--- src/rtl/epp_pkg.sv ---
package epp_pkg;
  typedef enum logic [1:0] {
    ST_IDLE  = 2'd0,
    ST_ACK   = 2'd1,
    ST_CLASH = 2'd2
  } cyc_st_e;

  typedef struct packed {
    logic is_rd;
    logic is_addr;
  } cyc_kind_t;
endpackage

--- src/rtl/epp_sync.sv ---
module epp_sync #(
  parameter int WIDTH  = 3,
  parameter int STAGES = 2,
  parameter logic [WIDTH-1:0] RST_VAL = '1
) (
  input  logic             clk_i,
  input  logic             rst_ni,
  input  logic [WIDTH-1:0] d_i,
  output logic [WIDTH-1:0] q_o
);
  logic [WIDTH-1:0] stage_q [STAGES];

  always_ff @(posedge clk_i or negedge rst_ni) begin
    if (!rst_ni) begin
      for (int i = 0; i < STAGES; i++) stage_q[i] <= RST_VAL;
    end else begin
      stage_q[0] <= d_i;
      for (int i = 1; i < STAGES; i++) stage_q[i] <= stage_q[i-1];
    end
  end

  assign q_o = stage_q[STAGES-1];
endmodule

--- src/rtl/epp_cycle_fsm.sv ---
module epp_cycle_fsm
  import epp_pkg::*;
(
  input  logic clk_i,
  input  logic rst_ni,
  input  logic n_write_s_i,
  input  logic n_astb_s_i,
  input  logic n_dstb_s_i,
  output logic addr_we_o,
  output logic data_we_o,
  output logic wait_o,
  output logic rd_oe_o,
  output logic rd_addr_o
);
  cyc_st_e   st_q, st_d;
  cyc_kind_t kind_q, kind_d;
  logic      a_on, d_on, accept;

  assign a_on   = ~n_astb_s_i;
  assign d_on   = ~n_dstb_s_i;
  assign accept = (st_q == ST_IDLE) && (a_on ^ d_on);

  always_comb begin
    st_d   = st_q;
    kind_d = kind_q;
    unique case (st_q)
      ST_IDLE: begin
        if (a_on && d_on) begin
          st_d = ST_CLASH;
        end else if (accept) begin
          st_d           = ST_ACK;
          kind_d.is_rd   = n_write_s_i;
          kind_d.is_addr = a_on;
        end
      end
      ST_ACK, ST_CLASH: if (!a_on && !d_on) st_d = ST_IDLE;
      default: st_d = ST_IDLE;
    endcase
  end

  always_ff @(posedge clk_i or negedge rst_ni) begin
    if (!rst_ni) begin
      st_q   <= ST_IDLE;
      kind_q <= '0;
    end else begin
      st_q   <= st_d;
      kind_q <= kind_d;
    end
  end

  assign addr_we_o = accept && !n_write_s_i && a_on;
  assign data_we_o = accept && !n_write_s_i && d_on;
  assign wait_o    = (st_q == ST_ACK);
  assign rd_oe_o   = (st_q == ST_ACK) && kind_q.is_rd;
  assign rd_addr_o = kind_q.is_addr;

  AST_ONE_ACCEPT: assert property (@(posedge clk_i) disable iff (!rst_ni)
    data_we_o |=> !data_we_o);
  AST_OE_WITH_WAIT: assert property (@(posedge clk_i) disable iff (!rst_ni)
    rd_oe_o |-> wait_o);
  AST_CLASH_SILENT: assert property (@(posedge clk_i) disable iff (!rst_ni)
    (st_q == ST_CLASH) |-> !(addr_we_o || data_we_o || wait_o));
  AST_WAIT_HELD: assert property (@(posedge clk_i) disable iff (!rst_ni)
    (wait_o && (a_on || d_on)) |=> wait_o);
endmodule

--- src/rtl/epp_addr_decode.sv ---
module epp_addr_decode #(
  parameter int CARD_W = 4,
  parameter int REG_W  = 3,
  localparam int NCARD = 1 << CARD_W,
  localparam int NREG  = 1 << REG_W
) (
  input  logic [CARD_W+REG_W-1:0] addr_i,
  input  logic                    en_i,
  output logic [NCARD-1:0]        card_sel_o,
  output logic [NREG-1:0]         reg_sel_o
);
  logic [CARD_W-1:0] card_f;
  logic [REG_W-1:0]  reg_f;

  assign card_f = addr_i[CARD_W+REG_W-1:REG_W];
  assign reg_f  = addr_i[REG_W-1:0];

  // stage 1: card, gated by the write enable
  for (genvar c = 0; c < NCARD; c++) begin : g_card
    assign card_sel_o[c] = en_i && (card_f == CARD_W'(c));
  end
  // stage 2: register within card
  for (genvar r = 0; r < NREG; r++) begin : g_reg
    assign reg_sel_o[r] = (reg_f == REG_W'(r));
  end
endmodule

--- src/rtl/epp_front.sv ---
module epp_front #(
  parameter int DATA_W      = 8,
  parameter int CARD_W      = 4,
  parameter int REG_W       = 3,
  parameter int SYNC_STAGES = 2,
  localparam int NCARD = 1 << CARD_W,
  localparam int NREG  = 1 << REG_W
) (
  input  logic              clk_i,
  input  logic              rst_ni,
  input  logic              n_write_i,
  input  logic              n_astb_i,
  input  logic              n_dstb_i,
  input  logic [DATA_W-1:0] bus_i,
  output logic [DATA_W-1:0] bus_o,
  output logic              bus_oe_o,
  output logic              wait_o,
  output logic              wr_stb_o,
  output logic [DATA_W-1:0] wr_data_o,
  output logic [NCARD-1:0]  card_sel_o,
  output logic [NREG-1:0]   reg_sel_o
);
  logic [2:0]        strb_s;
  logic              addr_we, data_we, rd_addr;
  logic [DATA_W-1:0] addr_q, data_q;
  logic [NCARD-1:0]  card_d;
  logic [NREG-1:0]   reg_d;

  epp_sync #(.WIDTH(3), .STAGES(SYNC_STAGES), .RST_VAL(3'b111)) u_sync (
    .clk_i (clk_i),
    .rst_ni(rst_ni),
    .d_i   ({n_write_i, n_astb_i, n_dstb_i}),
    .q_o   (strb_s)
  );

  epp_cycle_fsm u_fsm (
    .clk_i      (clk_i),
    .rst_ni     (rst_ni),
    .n_write_s_i(strb_s[2]),
    .n_astb_s_i (strb_s[1]),
    .n_dstb_s_i (strb_s[0]),
    .addr_we_o  (addr_we),
    .data_we_o  (data_we),
    .wait_o     (wait_o),
    .rd_oe_o    (bus_oe_o),
    .rd_addr_o  (rd_addr)
  );

  epp_addr_decode #(.CARD_W(CARD_W), .REG_W(REG_W)) u_dec (
    .addr_i    (addr_q[CARD_W+REG_W-1:0]),
    .en_i      (data_we),
    .card_sel_o(card_d),
    .reg_sel_o (reg_d)
  );

  always_ff @(posedge clk_i or negedge rst_ni) begin
    if (!rst_ni) begin
      addr_q     <= '0;
      data_q     <= '0;
      wr_stb_o   <= 1'b0;
      wr_data_o  <= '0;
      card_sel_o <= '0;
      reg_sel_o  <= '0;
    end else begin
      if (addr_we) addr_q <= bus_i;
      if (data_we) begin
        data_q    <= bus_i;
        wr_data_o <= bus_i;
        reg_sel_o <= reg_d;
      end
      wr_stb_o   <= data_we;
      card_sel_o <= card_d;
    end
  end

  assign bus_o = rd_addr ? addr_q : data_q;

  AST_ADDR_STABLE: assert property (@(posedge clk_i) disable iff (!rst_ni)
    !addr_we |=> $stable(addr_q));
  AST_CARD_ONEHOT: assert property (@(posedge clk_i) disable iff (!rst_ni)
    wr_stb_o |-> ($countones(card_sel_o) == 1));
  AST_CARD_IDLE: assert property (@(posedge clk_i) disable iff (!rst_ni)
    !wr_stb_o |-> (card_sel_o == '0));
  AST_REG_ONEHOT: assert property (@(posedge clk_i) disable iff (!rst_ni)
    wr_stb_o |-> $onehot0(reg_sel_o) && (reg_sel_o != '0));
endmodule

--- config.mk ---
export PLATFORM = sky130hd
export DESIGN_NAME = epp_front
export DESIGN_NICKNAME = d
export VERILOG_FILES = /design/src/rtl/epp_pkg.sv /design/src/rtl/epp_sync.sv /design/src/rtl/epp_cycle_fsm.sv /design/src/rtl/epp_addr_decode.sv /design/src/rtl/epp_front.sv
export SDC_FILE = /design/constraint.sdc
export NUM_CORES = 1
export LEC_CHECK = 0
export ABC_AREA = 1
export BUFFER_PORTS_ARGS = -buffer_cell sky130_fd_sc_hd__buf_2
export CORE_MARGIN = 4
export CORE_UTILIZATION = 50
export DETAILED_ROUTE_END_ITERATION = 6
export PLACE_DENSITY_LB_ADDON = 0.2
export SKIP_CTS_REPAIR_TIMING = 1
export SYNTH_ARGS = -nofsm -noshare
export SYNTH_HDL_FRONTEND = slang
export SYNTH_SLANG_ARGS = --single-unit
export TNS_END_PERCENT = 100
--- constraint.sdc ---
create_clock -name clk_i -period 2.8 [get_ports clk_i]
set_clock_uncertainty 0.15 [all_clocks]
set_input_delay 0.7 -clock clk_i [delete_from_list [all_inputs] [get_ports clk_i]]
set_output_delay 0.7 -clock clk_i [all_outputs]
set_load 0.02 [all_outputs]
==> impl_metrics.csv, run 1 <==
group,metric,value,unit
status,status,"completed",
timing,period_minus_slack,2380,ps
route,route.vias.total,1660,
floorplan,core,4090,sq um
cells_and_area,final-instance-count-excl-fill,345,
global_routing,grt_max_degree,25,
cts,clockBufferDepth,2,
cts,cts.sinks,51,
timing,setup_tns,0,ps
synthesis,synth_compound_area_share,2.10,%
global_routing,track_usage,17.9,%
worst_setup_path,criticalPathCategory,"reg -> out",
worst_setup_path,crit_chain,"mux2_2, buf_2",
timing,whs,143,ps
synthesis,ys_types,20,
timing,fin_crit_sh,84.8,%
synthesis,synthSimpleGateAreaFrac,28.9,%
synthesis,ys_seq_elements,51,
route,via_per_inst,4.81,
route,drt_wl_total,4340,um
synthesis,muxShareOfSynthArea,0.525,%
route,drt-initial-drc-count,70,
worst_setup_path,arrival,1530,ps
hold_path,hp-class,"in -> async",
route,drc_errors,0,
cells_and_area,diodes,0,
placed_design,gp_congestion,0.879,
run,cap_violations,0,
timing,fmax,421,MHz
global_routing,grt_overflow,0,
power_and_ir_drop,p_leak,1.46,nW
worst_setup_path,rrSetupSlack,740,ps
route,wire_per_inst,12.6,um
worst_setup_path,path_max_fanout,16,
timing,hold_viol_final,0,
placed_design,dp.cells,337,
placed_design,io_buffer_count,55,
power_and_ir_drop,p_per_area,1050,nW/um^2
worst_setup_path,cp_top_family,"flip-flops",
synthesis,synth_top_family_by_area,"simple AND/OR/NAND/NOR gates",
floorplan,start_util,52.5,%
worst_setup_path,cp-end-kind,"output pin",
worst_setup_path,cp_slowest_cell,"dfrtp_1",
route,dr.pass1.iters,4,
cts,htreeDepth,2,
placed_design,hpwl,3230,um
cells_and_area,post-route-util,62.3,%
worst_setup_path,start_kind,"flop",
cells_and_area,nNetsFinal,311,
synthesis,synth.area.top_cells,"dfrtp_1, nand2_1, dfstp_2, nor2_1, nand3_1",
synthesis,synthCells,235,
timing,maxSlewViolCount,0,
synthesis,synth_xor_area_share,0,%
cts,clk_latency,300,ps
cells_and_area,drive_gt1_share,27.1,%
power_and_ir_drop,power,2.68,mW
global_routing,grt_pass1_vias,1692,
worst_setup_path,worstPathRequired,1950,ps
timing,tightest_slew,530,ps
route,ant_nets,0,
cts,cts_tree,"yes",
synthesis,netlist_area,2140,sq um
synthesis,synth_top_area_share,52.5,%
floorplan,rows,23,
timing,relSlewSlack,64.6,%
synthesis,yosysWarnings,0,
timing,finalSetupViolCount,0,
floorplan,die_x,73.5,um
synthesis,syn_nets,252,
synthesis,syn_avg_cell_area,9.13,sq um
synthesis,synth_top_area_cell,"dfrtp_1",
worst_setup_path,cp_num_buf_inv,1,
global_routing,grt_pass1_wl,7510,um
worst_setup_path,critical_path.max_stage_delay,680,ps
floorplan,io_pins,56,
global_routing,grt_antenna_before_repair,0,
floorplan,die_h,73.5,um
floorplan,die_area,5400,sq um
cts,clk_pin_slew,80,ps
timing,rsz0062_at_grt,"no",
synthesis,synthAdderAreaFrac,2.33,%
cells_and_area,area_delta_synth_final,18.8,%
power_and_ir_drop,ir_drop,0.621,mV
cts,root_buffer,"clkbuf_8",
cts,cts_made_buffers,5,
synthesis,seq_area_frac_synth,59.9,%
metrics by stage:
stage / area [sq um] / setup WS, ps
2_1_floorplan: 2140 / 775
3_3_place_gp: 2460 / 766
3_5_place_dp: 2460 / 742
4_1_cts: 2550 / 422
5_1_grt: 2550 / 325
6_report: 2550 / 425
layer usage:
| metal | vias up | track usage, % | share of wire [%] |
|---|---|---|---|
| met1 | 772 | 22.4 | 43 |
| li1 | 839 | - | - |
| met3 | 6 | 4.38 | 5.4 |
| met4 | 0 | 5.63 | 1.2 |
| met2 | 43 | 30.5 | 50 |
| met5 | - | 0 | 0 |
cell families (layout without fill, tap and decap cells):
logic type               after synthesis  after routing
flip-flops                            51             51
buffers and inverters                 28             88
adder cells (fa/ha/maj)                4              4
AND/OR/NAND/NOR                      142            142
multiplexers                           1              1
AO/OA/AOI/OAI                          9              9
registers in the layout, indices dropped and copies added (netlist names):
signal           flops
addr_q               8
data_q               8
reg_sel_o            8
u_sync.q_o           3
u_fsm.kind_q         1
u_fsm.rd_addr_o      1
card_sel_o          16
u_fsm.st_q           2
u_sync.stage_q       3
wr_stb_o             1
placed cells by master, fill, tap and decap left out, drive strengths merged:
cell / synthesis / routed
clkbuf: 0 / 7
nand2: 80 / 80
nor3: 3 / 3
mux2: 1 / 1
buf: 7 / 59
inv: 21 / 21
dfstp: 6 / 6
nand3: 23 / 23
nor2: 36 / 36
o21ai: 2 / 2
ha: 4 / 4
clkinv: 0 / 1
a21oi: 7 / 7
dfrtp: 45 / 45
path summary, 6_finish.rpt:
kind                                                  start                           to  depth (start not counted)
max in group asynchronous                            rst_ni        addr_q[3]$_DFFE_PN0P_                          2
min in group clk_i              u_sync.stage_q[5]$_DFF_PN1_      u_sync.q_o[2]$_DFF_PN1_                          0
worst max-delay path            u_fsm.rd_addr_o$_DFFE_PN0P_                     bus_o[7]                          2
worst min-delay path                                 rst_ni  u_fsm.kind_q[1]$_DFFE_PN0P_                          1
worst max register to register      u_sync.q_o[1]$_DFF_PN1_        addr_q[2]$_DFFE_PN0P_                          7
worst min register to register  u_sync.stage_q[5]$_DFF_PN1_      u_sync.q_o[2]$_DFF_PN1_                          0
power by group:
group	internal, mW	switching (mW)
registers	0.943	0.196
clock network	0.200	0.224
logic	0.365	0.750
cells in the mapped netlist:
cell / count
a21oi_1: 7
buf_2: 3
buf_4: 1
buf_6: 3
dfrtp_1: 45
dfstp_2: 6
ha_1: 4
inv_1: 20
inv_2: 1
mux2_2: 1
nand2_1: 78
nand2_2: 1
nand2_4: 1
nand3_1: 21
nand3_4: 2
nor2_1: 35
nor2_4: 1
nor3_1: 2
nor3_4: 1
o21ai_0: 2
final cells by class:
| class | count | area, sq um |
|---|---|---|
| sequential | 51 | 1280 |
| clock buffer | 7 | 86.3 |
| multi-input combinational | 156 | 726 |
| fill | 375 | 1540 |
| clock inverter | 1 | 5.00 |
| timing repair buffer | 59 | 305 |
| inverter | 21 | 78.8 |
| tap | 50 | 62.6 |
Power figures use the tool's default switching activity.
==> run 2: changes to the inputs <==
- CORE_UTILIZATION: 50 -> 47
- clock period: 2.8 -> 2 ns (I/O delays scaled with it)
==> run 2 against run 1 <==
Net effect: the flow now finishes with violations (hold timing); non-clock buffer count increased by 2; combinational power increased by 46%; global-route usage decreased by 1.5 points; cell count increased by 0.87%; highest routed layer unchanged; critical path depth increased by 1; die area increased by 5.7%; total power increased by 41%; clock power increased by 38%; worst hold slack got worse by 170 ps; critical path type unchanged; routed wire length decreased by 4.2%; utilization decreased by 3.5 points; flip-flop and latch count unchanged.
==> impl_metrics.csv, run 2 (synthesis results as in run 1) <==
group,metric,value,unit
status,status,"finished, violations left",
status,violations,"hold timing",
worst_setup_path,rrSetupSlack,160,ps
timing,rsz0062_at_grt,"no",
floorplan,die_x,75.6,um
cts,cts_tree,"yes",
power_and_ir_drop,power,3.79,mW
timing,hold_viol_final,18,
worst_setup_path,path_max_fanout,8,
global_routing,track_usage,16.4,%
timing,fin_crit_sh,95.1,%
global_routing,grt_overflow,0,
timing,whs,-28.3,ps
floorplan,rows,24,
global_routing,met3_usage,5.54,%
global_routing,grt_max_degree,34,
route,drt_wl_total,4150,um
global_routing,met2_usage,27.7,%
power_and_ir_drop,p_clk_share,15.5,%
placed_design,gp_congestion,0.831,
worst_setup_path,cp_num_buf_inv,2,
timing,relSlewSlack,71.9,%
cells_and_area,diodes,0,
run,cap_violations,0,
worst_setup_path,r2r_start,"u_sync.q_o[1]$_DFF_PN1_",
route,drt-initial-drc-count,58,
cells_and_area,drive_gt1_share,28.7,%
worst_setup_path,reg2reg_to,"addr_q[0]$_DFFE_PN0P_",
cts,clk_pin_slew,80,ps
global_routing,grt_pass1_vias,1587,
cells_and_area,layout_common_cells,"nand2_1, buf_2, dfrtp_1, nor2_1, nand3_1",
power_and_ir_drop,p_per_area,1470,nW/um^2
worst_setup_path,criticalPathCategory,"reg -> out",
power_and_ir_drop,intPower,2.15,mW
cts,root_buffer,"clkbuf_8",
floorplan,die_h,75.6,um
worst_setup_path,crit_chain,"buf_4, a21oi_1, buf_2",
cells_and_area,area_delta_synth_final,20.4,%
worst_setup_path,critical_path.max_stage_delay,440,ps
timing,fmax,526,MHz
global_routing,grt_antenna_before_repair,0,
worst_setup_path,r2r_cells,7,
cells_and_area,top_register,"card_sel_o",
worst_setup_path,crit_path_start,"u_fsm.rd_addr_o$_DFFE_PN0P_",
cts,clk_latency,300,ps
timing,finalSetupViolCount,0,
cells_and_area,largest_reg_flops,16,
cts,htreeDepth,2,
timing,setup_tns,0,ps
global_routing,grt_pass1_wl,6950,um
cells_and_area,nNetsFinal,313,
worst_setup_path,cp_slowest_cell,"dfrtp_2",
route,route.vias.total,1648,
placed_design,placed_cell_area,2480,sq um
cells_and_area,mostFrequentLayoutCell,"nand2_1",
floorplan,start_util,48.9,%
timing,maxSlewViolCount,0,
route,dr.pass1.iters,4,
route,ant_nets,0,
power_and_ir_drop,ir_drop,0.732,mV
worst_setup_path,arrival,1250,ps
route,wire_per_inst,11.9,um
timing,tightest_slew,422,ps
cts,clockBufferDepth,2,
worst_setup_path,cp_top_family,"flip-flops",
power_and_ir_drop,p_sw_share,43.3,%
floorplan,die_area,5710,sq um
cells_and_area,stdcell_area,2580,sq um
power_and_ir_drop,switching_power,1.64,mW
placed_design,io_buffer_count,55,
floorplan,core,4380,sq um
global_routing,grtUsageMet1,19.5,%
cts,cts.sinks,51,
worst_setup_path,cp-end-kind,"output pin",
timing,period_minus_slack,1900,ps
route,via_per_inst,4.74,
power_and_ir_drop,p_seq_share,41.1,%
route,drc_errors,0,
power_and_ir_drop,p_leak,1.47,nW
placed_design,hpwl,3130,um
worst_setup_path,worstPathRequired,1350,ps
cts,cts_made_buffers,5,
worst_setup_path,start_kind,"flop",
floorplan,io_pins,56,
hold_path,hp-class,"in -> async",
global_routing,grt-busiest-layer,"met2",
power_and_ir_drop,comb_power_share,43.4,%
run 2: cell count changes in the layout (fill, tap and decap cells not counted), sizes merged:
cell    before  now
buf         59   61
clkbuf       7    6
run 2: area by class of cell:
| class | instances | area (sq um) |
|---|---|---|
| Multi-Input combinational cell | 156 | 729 |
| Timing Repair Buffer | 61 | 335 |
| Clock inverter | 1 | 5.00 |
| Tap cell | 52 | 65.1 |
| Inverter | 21 | 78.8 |
| Fill cell | 405 | 1800 |
| Clock buffer | 6 | 82.6 |
| Sequential cell | 51 | 1280 |
run 2: power groups by stage:
stage	registers [mW]	clock network [mW]	logic, mW
after floorplan	1.73	0	0.961
after global placement	1.59	0	1.59
after detailed placement	1.59	0	1.62
after CTS	1.57	0.605	1.63
after global routing	1.60	0.650	1.86
final	1.56	0.585	1.64
run 2: how the worst max path moves through the flow:
| stage | cells after the start | slack, ps | endpoint |
|---|---|---|---|
| 2_1_floorplan | 9 | 50 | reg_sel_o[1]$_DFFE_PN0P_ |
| 3_3_place_gp | 7 | 210 | reg_sel_o[2]$_DFFE_PN0P_ |
| 3_5_place_dp | 7 | 160 | reg_sel_o[3]$_DFFE_PN0P_ |
| 4_1_cts | 4 | -80 | bus_o[3] |
| 5_1_grt | 3 | 20 | bus_o[5] |
| 6_report | 3 | 100 | bus_o[5] |
run 2: worst reg2reg max path: stages, from the launching register on:
cell and delay (ps):
dfstp_2 550, inv_2 90, ha_1 340, nand2_2 100
nor2_4 140, nand2_1 200, nand2_1 120, nand2_1 50
run 2: per-stage QoR:
| stage | std cells | utilization, % | setup slack [ps] |
|---|---|---|---|
| 2_1_floorplan | 235 | - | 48.8 |
| 3_3_place_gp | 340 | 56.5 | 209 |
| 3_5_place_dp | 340 | 56.5 | 160 |
| 4_1_cts | 347 | 58.5 | -79.6 |
| 5_1_grt | 348 | 58.9 | 19.6 |
| 6_report | 348 | 58.9 | 97.3 |
run 2: layer usage:
metal / part of all wire [%] / up-vias
li1: - / 842
met1: 43 / 754
met2: 48 / 47
met3: 7.5 / 5
met4: 1.4 / 0
met5: 0 / -
==> run 3: changes to the inputs <==
- HOLD_SLACK_MARGIN: unset -> 0.05
==> run 3 against run 2 <==
Net effect: the run now ends clean; register-to-register slack about the same; via count increased by 0.12%; flip-flop and latch count unchanged; largest power group unchanged; highest routed layer unchanged.
==> impl_metrics.csv, run 3 (synthesis results as in run 1) <==
group,metric,value,unit
cells_and_area,layout_common_cells,"nand2_1, buf_2, dfrtp_1, nor2_1, nand3_1",
worst_setup_path,cp_slowest_cell,"dfrtp_2",
power_and_ir_drop,comb_power_share,43.4,%
worst_setup_path,arrival,1260,ps
power_and_ir_drop,intPower,2.15,mW
power_and_ir_drop,ir_drop,0.729,mV
cells_and_area,mostFrequentLayoutCell,"nand2_1",
cells_and_area,diodes,0,
worst_setup_path,worstPathRequired,1350,ps
timing,whs,143,ps
timing,tightest_slew,424,ps
cells_and_area,nFillCells,404,
hold_path,hp-class,"in -> reg",
route,route.vias.total,1650,
cells_and_area,seqCellArea,1280,sq um
placed_design,gp_congestion,0.831,
cells_and_area,top_register,"card_sel_o",
timing,relSlewSlack,71.7,%
worst_setup_path,criticalPathCategory,"reg -> out",
floorplan,die_x,75.6,um
global_routing,grt_antenna_before_repair,0,
power_and_ir_drop,p_clk_share,15.4,%
timing,maxSlewViolCount,0,
cells_and_area,largest_reg_flops,16,
timing,hold_viol_final,0,
route,via_per_inst,4.73,
worst_setup_path,start_kind,"flop",
cells_and_area,stdcell_area,2590,sq um
floorplan,core,4380,sq um
cells_and_area,drive_gt1_share,28.6,%
global_routing,grt_pass1_vias,1587,
worst_setup_path,path_max_fanout,8,
floorplan,rows,24,
cts,cts_tree,"yes",
timing,rsz0062_at_grt,"no",
worst_setup_path,cp-end-kind,"output pin",
power_and_ir_drop,switching_power,1.64,mW
run,cap_violations,0,
placed_design,placed_cell_area,2480,sq um
cts,htreeDepth,2,
worst_setup_path,crit_chain,"buf_4, a21oi_1, buf_2",
placed_design,hpwl,3130,um
power_and_ir_drop,p_sw_share,43.2,%
floorplan,die_area,5710,sq um
route,dr.pass1.iters,4,
floorplan,die_h,75.6,um
global_routing,track_usage,16.4,%
route,wire_per_inst,11.9,um
cts,clk_latency,300,ps
power_and_ir_drop,p_seq_share,41.1,%
timing,period_minus_slack,1910,ps
timing,finalSetupViolCount,0,
worst_setup_path,critical_path.max_stage_delay,440,ps
route,drt-initial-drc-count,56,
timing,fmax,524,MHz
cts,cts.sinks,51,
floorplan,io_pins,56,
cts,clk_pin_slew,80,ps
status,status,"completed",
global_routing,grt_pass1_wl,6950,um
global_routing,grt_overflow,0,
cts,root_buffer,"clkbuf_8",
cts,clockBufferDepth,2,
route,ant_nets,0,
global_routing,grt_max_degree,34,
floorplan,start_util,48.9,%
timing,fin_crit_sh,95.4,%
cells_and_area,nNetsFinal,314,
cells_and_area,area_delta_synth_final,20.8,%
placed_design,io_buffer_count,55,
power_and_ir_drop,p_leak,1.47,nW
power_and_ir_drop,p_per_area,1460,nW/um^2
cts,cts_made_buffers,5,
cells_and_area,multiInputGateArea,729,sq um
route,drt_wl_total,4150,um
route,drc_errors,0,
## run 3: cell count changes in the layout (fill, tap and decap cells not counted), sizes merged
cell	change
dlygate4sd3	+1
## run 3: worst paths after layout
kind | startpoint | endpoint | slack, ps | cells after the start
worst max-delay path | u_fsm.rd_addr_o$_DFFE_PN0P_ | bus_o[5] | 90 | 3
worst min-delay path | n_write_i | u_sync.stage_q[5]$_DFF_PN1_ | 140 | 1
worst max register to register | u_sync.q_o[1]$_DFF_PN1_ | addr_q[0]$_DFFE_PN0P_ | 170 | 7
worst min register to register | u_sync.stage_q[3]$_DFF_PN1_ | u_sync.q_o[0]$_DFF_PN1_ | 210 | 0
max in group asynchronous | rst_ni | u_sync.stage_q[5]$_DFF_PN1_ | 620 | 3
min in group asynchronous | rst_ni | card_sel_o[1]$_DFF_PN0_ | 510 | 2
## run 3: area by class of cell
class | instances | share of cell area (%)
flip-flops and latches | 51 | 49.6
multi-input cells | 156 | 28.2
repair buffers | 62 | 13.3
clock buffers | 6 | 3.19
inverters | 21 | 3.04
well taps | 52 | 2.51
clock inverters | 1 | 0.193
## run 3: per-layer routing
| metal | track usage (%) | wire length, um | up-vias |
|---|---|---|---|
| met5 | 0 | 0 | - |
| met4 | 5.83 | 59 | 0 |
| met3 | 5.54 | 321 | 5 |
| met2 | 27.7 | 2000 | 49 |
| met1 | 19.5 | 1770 | 753 |
| li1 | - | - | 843 |
## run 3: through the flow
step	worst slack (ps)	TNS [ps]	cells	power (mW)	util, %
after floorplan	48.8	0	235	2.69	-
after global placement	209	0	340	3.18	56.5
after detailed placement	160	0	340	3.21	56.5
after CTS	-79.6	-250	347	3.80	58.5
after global routing	19.6	0	349	4.11	59.1
final	92.0	0	349	3.79	59.1
## run 3: power by group through the flow
stage / logic, mW / clock network, mW / registers, mW
2_1_floorplan: 0.961 / 0 / 1.73
3_3_place_gp: 1.59 / 0 / 1.59
3_5_place_dp: 1.62 / 0 / 1.59
4_1_cts: 1.63 / 0.605 / 1.57
5_1_grt: 1.86 / 0.650 / 1.60
6_report: 1.64 / 0.584 / 1.56
## run 3: worst max-delay path: cells and delay by family (launching register included)
kind | cells | cell delay (ps)
buffers and inverters | 2 | 360
AOI/OAI and AO/OA | 1 | 160
DFF | 1 | 440
